**src/rtl/rowdec_pkg.sv**
```systemverilog
package rowdec_pkg;

    parameter int ROWS   = 4;
    parameter int LIM_W  = 8;
    parameter int ADDR_W = 32;

    localparam int IDX_W = (ROWS > 1) ? $clog2(ROWS) : 1;

    typedef logic [LIM_W-1:0] lim_t;
    typedef logic [ROWS-1:0]  sel_t;
    typedef logic [IDX_W-1:0] idx_t;

    typedef struct packed {
        logic hit;
        sel_t sel;
        idx_t idx;
    } look_t;

    function automatic lim_t lim_max(input lim_t a, input lim_t b);
        return (a > b) ? a : b;
    endfunction

    function automatic idx_t sel_to_idx(input sel_t s);
        idx_t r;
        r = '0;
        for (int i = 0; i < ROWS; i++) begin
            if (s[i]) r = idx_t'(i);
        end
        return r;
    endfunction

endpackage

```
**src/rtl/rowdec_bound_regs.sv**
```systemverilog
module rowdec_bound_regs
    import rowdec_pkg::*;
(
    input  logic                       clk,
    input  logic                       rst,
    input  logic                       wr_en,
    input  idx_t                       wr_row,
    input  lim_t                       wr_data,
    output logic [ROWS-1:0][LIM_W-1:0] lim_q
);

    for (genvar n = 0; n < ROWS; n++) begin : g_lim
        always_ff @(posedge clk) begin
            if (rst) begin
                lim_q[n] <= '0;
            end else if (wr_en && (wr_row == idx_t'(n))) begin
                lim_q[n] <= wr_data;
            end
        end
    end

    AST_CLEAR_AFTER_RST: assert property (@(posedge clk) disable iff (rst)
        $past(rst) |-> (lim_q == '0)) else $error("limits not cleared");

endmodule

```
**src/rtl/rowdec_match.sv**
```systemverilog
module rowdec_match
    import rowdec_pkg::*;
(
    input  logic [ROWS-1:0][LIM_W-1:0] lim_q,
    input  lim_t                       tag,
    output logic [ROWS-1:0][LIM_W-1:0] base,
    output look_t                      look
);

    sel_t hit_vec;

    assign base[0] = '0;
    for (genvar n = 1; n < ROWS; n++) begin : g_base
        assign base[n] = lim_max(base[n-1], lim_q[n-1]);
    end

    for (genvar n = 0; n < ROWS; n++) begin : g_cmp
        assign hit_vec[n] = (tag >= base[n]) && (tag < lim_q[n]);
    end

    always_comb begin
        look.sel = hit_vec;
        look.hit = |hit_vec;
        look.idx = sel_to_idx(hit_vec);
    end

endmodule

```
**src/rtl/rowdec_out_reg.sv**
```systemverilog
module rowdec_out_reg
    import rowdec_pkg::*;
(
    input  logic  clk,
    input  logic  rst,
    input  logic  vld,
    input  look_t look_d,
    output look_t look_q
);

    always_ff @(posedge clk) begin
        if (rst) begin
            look_q <= '0;
        end else if (vld) begin
            look_q <= look_d;
        end else begin
            look_q <= '0;
        end
    end

    AST_IDLE_ZERO: assert property (@(posedge clk) disable iff (rst)
        !$past(vld) |-> (look_q == '0)) else $error("outputs not idle");

endmodule

```
**src/rtl/rowdec_top.sv**
```systemverilog
module rowdec_top
    import rowdec_pkg::*;
(
    input  logic              clk,
    input  logic              rst,
    input  logic              wr_en,
    input  logic [IDX_W-1:0]  wr_row,
    input  logic [LIM_W-1:0]  wr_data,
    input  logic [ADDR_W-1:0] addr_in,
    input  logic              addr_vld,
    output logic [ROWS-1:0]   row_sel,
    output logic              row_hit,
    output logic [IDX_W-1:0]  row_idx
);

    logic [ROWS-1:0][LIM_W-1:0] lim_q;
    logic [ROWS-1:0][LIM_W-1:0] base;
    lim_t                       tag;
    lim_t                       top_lim;
    look_t                      look_d;
    look_t                      look_q;

    assign tag     = addr_in[ADDR_W-1 -: LIM_W];
    assign top_lim = lim_max(base[ROWS-1], lim_q[ROWS-1]);

    rowdec_bound_regs u_regs (
        .clk     (clk),
        .rst     (rst),
        .wr_en   (wr_en),
        .wr_row  (wr_row),
        .wr_data (wr_data),
        .lim_q   (lim_q)
    );

    rowdec_match u_match (
        .lim_q (lim_q),
        .tag   (tag),
        .base  (base),
        .look  (look_d)
    );

    rowdec_out_reg u_out (
        .clk    (clk),
        .rst    (rst),
        .vld    (addr_vld),
        .look_d (look_d),
        .look_q (look_q)
    );

    assign row_sel = look_q.sel;
    assign row_hit = look_q.hit;
    assign row_idx = look_q.idx;

    AST_ONE_ROW: assert property (@(posedge clk) disable iff (rst)
        $onehot0(row_sel)) else $error("multiple rows");

    AST_IDX_MATCHES_SEL: assert property (@(posedge clk) disable iff (rst)
        row_hit |-> (row_sel[row_idx] && $countones(row_sel) == 1)) else $error("index mismatch");

    AST_BEYOND_TOP: assert property (@(posedge clk) disable iff (rst)
        ($past(addr_vld) && ($past(tag) >= $past(top_lim))) |-> (!row_hit && row_idx == '0))
        else $error("hit above top");

    for (genvar n = 0; n < ROWS; n++) begin : g_chk
        AST_EMPTY_ROW: assert property (@(posedge clk) disable iff (rst)
            ($past(lim_q[n] <= base[n])) |-> !row_sel[n]) else $error("empty row hit");
    end

endmodule

```
**config.mk**
```make
export PLATFORM = sky130hd
export DESIGN_NAME = rowdec_top
export DESIGN_NICKNAME = d
export VERILOG_FILES = /design/src/rtl/rowdec_pkg.sv /design/src/rtl/rowdec_bound_regs.sv /design/src/rtl/rowdec_match.sv /design/src/rtl/rowdec_out_reg.sv /design/src/rtl/rowdec_top.sv
export SDC_FILE = /design/constraint.sdc
export NUM_CORES = 1
export LEC_CHECK = 0
export BUFFER_PORTS_ARGS = -buffer_cell sky130_fd_sc_hd__buf_2
export CORE_ASPECT_RATIO = 1.25
export CORE_UTILIZATION = 57
export CTS_CLUSTER_SIZE = 16
export DETAILED_ROUTE_END_ITERATION = 10
export MAX_ROUTING_LAYER = met4
export PLACE_DENSITY_LB_ADDON = 0.12
export SYNTH_ARGS = -nofsm -noshare
export SYNTH_HDL_FRONTEND = slang
export SYNTH_SLANG_ARGS = --single-unit
```
**constraint.sdc**
```tcl
create_clock -name clk -period 6.25 [get_ports clk]
set_clock_uncertainty 0.05 [all_clocks]
set_input_delay 1.5625 -clock clk [delete_from_list [all_inputs] [get_ports clk]]
set_output_delay 1.5625 -clock clk [all_outputs]
set_load 0.1 [all_outputs]
```
# Word-level counts from Yosys, hierarchy flattened
# Index checks and enable logic that the tools add are counted.
[totals]
register_bits = 39
in_bits = 46
out_inout_bits = 7
wordCells = 39
[op_classes]
order_cmp = 11
eq_ne = 3
n_mux = 6
bitwise = 1
n_reduce_logical = 11
[ops]
columns = ["op", "count"]
rows = [
  ["8-bit less-than comparator", 4],
  ["8-bit greater-or-equal comparator", 3],
  ["8-bit two-way mux", 3],
  ["8-bit greater-than comparator", 2],
  ["8-bit by 1-bit greater-or-equal comparator with 1-bit output, second input constant", 1],
  ["1-bit by 8-bit greater-than comparator with 1-bit output, first input constant", 1],
  ["1-bit logical AND", 8],
  ["2-bit == test, second input constant", 2],
  ["2-bit two-way mux", 2],
  ["4-bit OR reduction", 1],
  ["2-bit by 1-bit == test with 1-bit output, second input constant", 1],
  ["2-bit logical NOT", 1],
  ["2-bit OR reduction", 1],
  ["1-bit two-way mux", 1],
  ["1-bit inverter", 1],
]

# Longest topological paths before layout
[depth]
depth_word = 9
mapped_depth = 22
mapped_depth_nobuf = 22

# Cells and area by module
# Synthesis repeated with hierarchy kept, for this count alone.
[hier_totals]
cells_unflattened = 382
area_unflattened_um2 = 3455.8
[modules_own_cells]
columns = ["module", "n_inst", "cells_each", "area_each_um2", "seq_area_each_um2"]
rows = [
  ["rowdec_match", 1, 252, 1969.4, 0.0],
  ["rowdec_bound_regs", 1, 116, 1285.0, 640.6],
  ["rowdec_out_reg", 1, 14, 201.4, 140.1],
]

# Worst setup path before layout
# No wires, ideal clock.
[synth_timing]
path_kind = "flip-flop to flip-flop"
startpoint = "register u_regs.lim_q[9] (netlist bit)"
endpoint = "register, netlist name u_out.look_q[0]"
setup_ns = 0.114
arrival_time_ns = 4.343
required_time_ns = 6.086
slack_ns = 1.743
stages_incl_launch_ff = 22
path_buffers = 0
synth_period_minus_slack_ns = 4.507
path_cell_list = "dfxtp_1 inv_1 ha_1 nor2b_4 o211ai_2 a21oi_2 o32ai_4 mux2i_1 ha_1 nor2b_1 o21ai_0 nand2b_1 a211oi_1 nor2_2 mux2_2 ha_1 nand2b_1 a211oi_1 nor3_1 o41ai_1 inv_1 a21o_1"
[synth_via]
elab_chain_len = 7
elab_cells_between_ends = 13
classes_between = "order compare (5); mux (5); reduce/logical (3)"
[synth_rtl]
columns = ["element", "line_no", "text"]
rows = [
  ["start, declared", "rowdec_bound_regs.sv:9", "output logic [ROWS-1:0][LIM_W-1:0] lim_q"],
  ["start signal, assigned by index", "rowdec_bound_regs.sv:17", "lim_q[n] <= wr_data;"],
  ["8-bit greater-than comparator", "rowdec_pkg.sv:20", "return (a > b) ? a : b;"],
  ["8-bit two-way mux", "rowdec_pkg.sv:20", ""],
  ["8-bit greater-than comparator", "rowdec_pkg.sv:20", ""],
  ["8-bit two-way mux", "rowdec_pkg.sv:20", ""],
  ["8-bit greater-or-equal comparator", "rowdec_match.sv:18", "assign hit_vec[n] = (tag >= base[n]) && (tag < lim_q[n]);"],
  ["1-bit logical AND", "rowdec_match.sv:18", ""],
  ["2-bit two-way mux (*)", "rowdec_pkg.sv:27", "if (s[i]) r = idx_t'(i);"],
]
# Every way passes the cells marked *; elsewhere a longest branch is shown, timed or not.
# A chain may end at the register's enable or synchronous reset.

# Worst setup path in the final report
[layout_timing]
startpoint = "register u_regs.lim_q[9] (netlist bit)"
endpoint = "register, netlist name u_out.look_q[0]"
[layout_via]
elab_chain_len = 7
elab_cells_between_ends = 13
classes_between = "order compare (5); mux (5); reduce/logical (3)"
[layout_rtl]
columns = ["element", "line_no"]
rows = [
  ["8-bit greater-than comparator", "rowdec_pkg.sv:20"],
  ["8-bit two-way mux", "rowdec_pkg.sv:20"],
  ["8-bit greater-than comparator", "rowdec_pkg.sv:20"],
  ["8-bit two-way mux", "rowdec_pkg.sv:20"],
  ["8-bit greater-or-equal comparator", "rowdec_match.sv:18"],
  ["1-bit logical AND", "rowdec_match.sv:18"],
  ["2-bit two-way mux (*)", "rowdec_pkg.sv:27"],
]
# Marks and branches as above.

==> results.toml <==
[global_routing]
grt_max_degree = 34
grt_use_met3_pct = 5.357
grt.total_usage_pct = 27.25
gr-max-usage-layer = "met2"
first_global_vias = 2277
met1_usage_pct = 31.68
antenna_found_initial = 0
grt_use_met2_pct = 45.41
grt_pass1_wl_mm = 10.65
grt-ovfl-total = 0

[critical_path]
setup.worst_path.class = "reg -> reg"
cp_max_fo = 8
r2r_slack_ns = 0.95
endpoint_kind = "register"
cp.required_ns = 6.40
worstSetupStartpointType = "register"
crit_arrival_ns = 5.45

[routing]
drc_errors = 0
first_pass_iters = 4
wl_mm = 6.633
routedWlPerCell_um = 15.39
drt_first_iter_violations = 83
ant_nets = 0
num_vias = 2457
viasPerCell = 5.701

[clocking]
cts-root-buf = "clkbuf_8"
path_clk_slew_ns = 0.08
h-tree-depth = 2
cts_tree = "built"
cts_buffers = 5
clk_latency_ns = 0.30
clockBufferDepth = 2
cts_sinks = 39
ctsResizeCount = 0
post_cts_buffers = 0
cts_hold_repair.buffers = 0

[floorplanning]
coreArea_um2 = 5044
fp.dieArea_um2 = 5499
dieHeight_um = 82.66
ioPinCount = 53
rows = 29
fp.dieW_um = 66.53
start_util_pct = 58.82

[synthesis]
syn_nets = 447
ys_seq_elements = 39
synth_warnings = 0
ys_seq_area_share_pct = 26.32
synth_area_leaders = "dfxtp_1 26%, ha_1 26%, mux2i_1 13%"
synth.avg_cell_area_um2 = 8.725
synth.distinct_cells = 37
synthCells = 340
synth_top_area_share_pct = 26.32
synthesis.area_um2 = 2967
yosysTopAreaCell = "dfxtp_1"

[power_and_ir_drop]
power_frac_seq_pct = 38.0
power.density_nw_per_um2 = 211.4
power_leakage_nw = 1.608
ir_drop_mv = 0.1513
p_int_uw = 468.5
comb_power_share_pct = 29.0
swShare_pct = 32.41
power.switching_uw = 224.7
clockPowerShare_pct = 33.0

[job]
maxCapViolCount = 0

[finish]
final_common_cell = "ha_1"
area_growth_pct = 10.54
fin_area_um2 = 3279
layout_common_cells = "61 x ha_1, 48 x nor2_1, 42 x inv_1, 39 x mux2i_1, 39 x dfxtp_1"
fin_nets = 475
n_antenna_cell = 0
post_route_cells_drive_above_1_share_pct = 12.20

[worst_hold_path]
holdCritPathClass = "reg -> reg"

[timing]
fin_crit_sh_pct = 84.86
setup_tns_ns = 0
rsz0062_at_grt = "no"
slew_headroom_pct = 38.97
maxSlewViolCount = 0
finalHoldViolations = 0
setup_viol = 0
max_freq_ghz = 0.1885
worst_slew_pin_slew_ns = 0.9115
timing.final.crit_period_ns = 5.304

[placed_design]
placed_cell_area_um2 = 3158
hpwl_mm = 5.159
place.gp.congestion = 0.8787
port_buffers = 28

[outcome]
outcome = "completed"
[area by class of cell]
type	count	area, um^2
clock inverter	2	38.79
inverter	42	157.7
timing repair buffer	28	140.1
tap	62	77.57
sequential	39	780.7
clock buffer	6	82.58
multi-input combinational	252	2002
fill	462	1764
[cells in the mapped netlist, drive strengths merged]
cell / instances
ha: 61
nor2: 49
inv: 42
dfxtp: 39
mux2i: 39
a21oi: 27
o21ai: 11
nand4: 9
nand2: 8
clkbuf: 7
nand3: 6
nand2b: 5
a211oi: 4
nor2b: 4
nor3: 4
a21o: 3
nor3b: 3
o211ai: 3
and3: 2
mux2: 2
nand3b: 2
o21a: 2
a2111oi: 1
a211o: 1
a21boi: 1
and2: 1
o2111ai: 1
o211a: 1
o32ai: 1
o41ai: 1
[power groups by stage]
stage / combinational (mW) / sequential (mW) / clock, mW
after floorplan: 0.130 / 0.290 / 0
after global placement: 0.194 / 0.269 / 0
after detailed placement: 0.199 / 0.269 / 0
after CTS: 0.201 / 0.263 / 0.233
after global routing: 0.223 / 0.265 / 0.247
final: 0.201 / 0.263 / 0.229
[sequential cells by signal, indices dropped and copies added, names as in the netlist]
register and count:
u_regs.lim_q 32, u_out.look_q 7
[worst max-delay path, stage by stage (launching register included)]
cell and delay (ns):
dfxtp_1 0.35, inv_1 0.09, ha_1 0.31, nor2b_4 0.13, o211ai_2 0.14, a21oi_2 0.09, o32ai_4 0.53, mux2i_1 0.42
ha_1 0.22, a21oi_1 0.05, o21ai_0 0.27, mux2i_1 0.15, nor2_2 0.43, mux2_2 0.40, ha_1 0.26, nand2b_1 0.15
a211oi_1 0.27, nor3_1 0.09, o41ai_1 0.52, inv_1 0.11, a21o_1 0.17
[final timing paths]
kind | depth (start not counted) | startpoint | end
hold reg to reg | 2 | u_regs.lim_q[30] | u_regs.lim_q[30]
setup / recovery | 20 | u_regs.lim_q[9] | u_out.look_q[0]
hold / removal | 2 | u_regs.lim_q[30] | u_regs.lim_q[30]
setup reg to reg | 20 | u_regs.lim_q[9] | u_out.look_q[0]
[stage by stage]
stage	util, %	hold slack [ns]	std cells	setup slack [ns]	total power [mW]
final	65.02	0.4518	431	0.9460	0.6932
after global routing	65.02	0.4781	431	0.4253	0.7348
after CTS	65.02	0.4572	431	0.9600	0.6972
after detailed placement	62.61	0.4365	423	0.9925	0.4683
after global placement	62.61	0.4234	423	1.044	0.4629
after floorplan	-	0.4050	340	1.743	0.4199
[layer usage]
metal / vias up / wire (um)
met1: 1125 / 2846
li1: 1249 / -
met5: - / 0
met3: 14 / 305
met4: 0 / 197
met2: 69 / 3282
[logic make-up (layout without fill, tap and decap cells)]
| logic type | after synthesis | count (layout) | synth area share, % |
|---|---|---|---|
| compound gates | 57 | 57 | 12.61 |
| fa+ha+maj | 61 | 61 | 25.73 |
| buf+inv | 49 | 78 | 6.200 |
| flops | 39 | 39 | 26.32 |
| mux | 41 | 41 | 14.04 |
| simple gates | 93 | 93 | 15.10 |
Note: power is estimated with default switching activity, not from simulation.
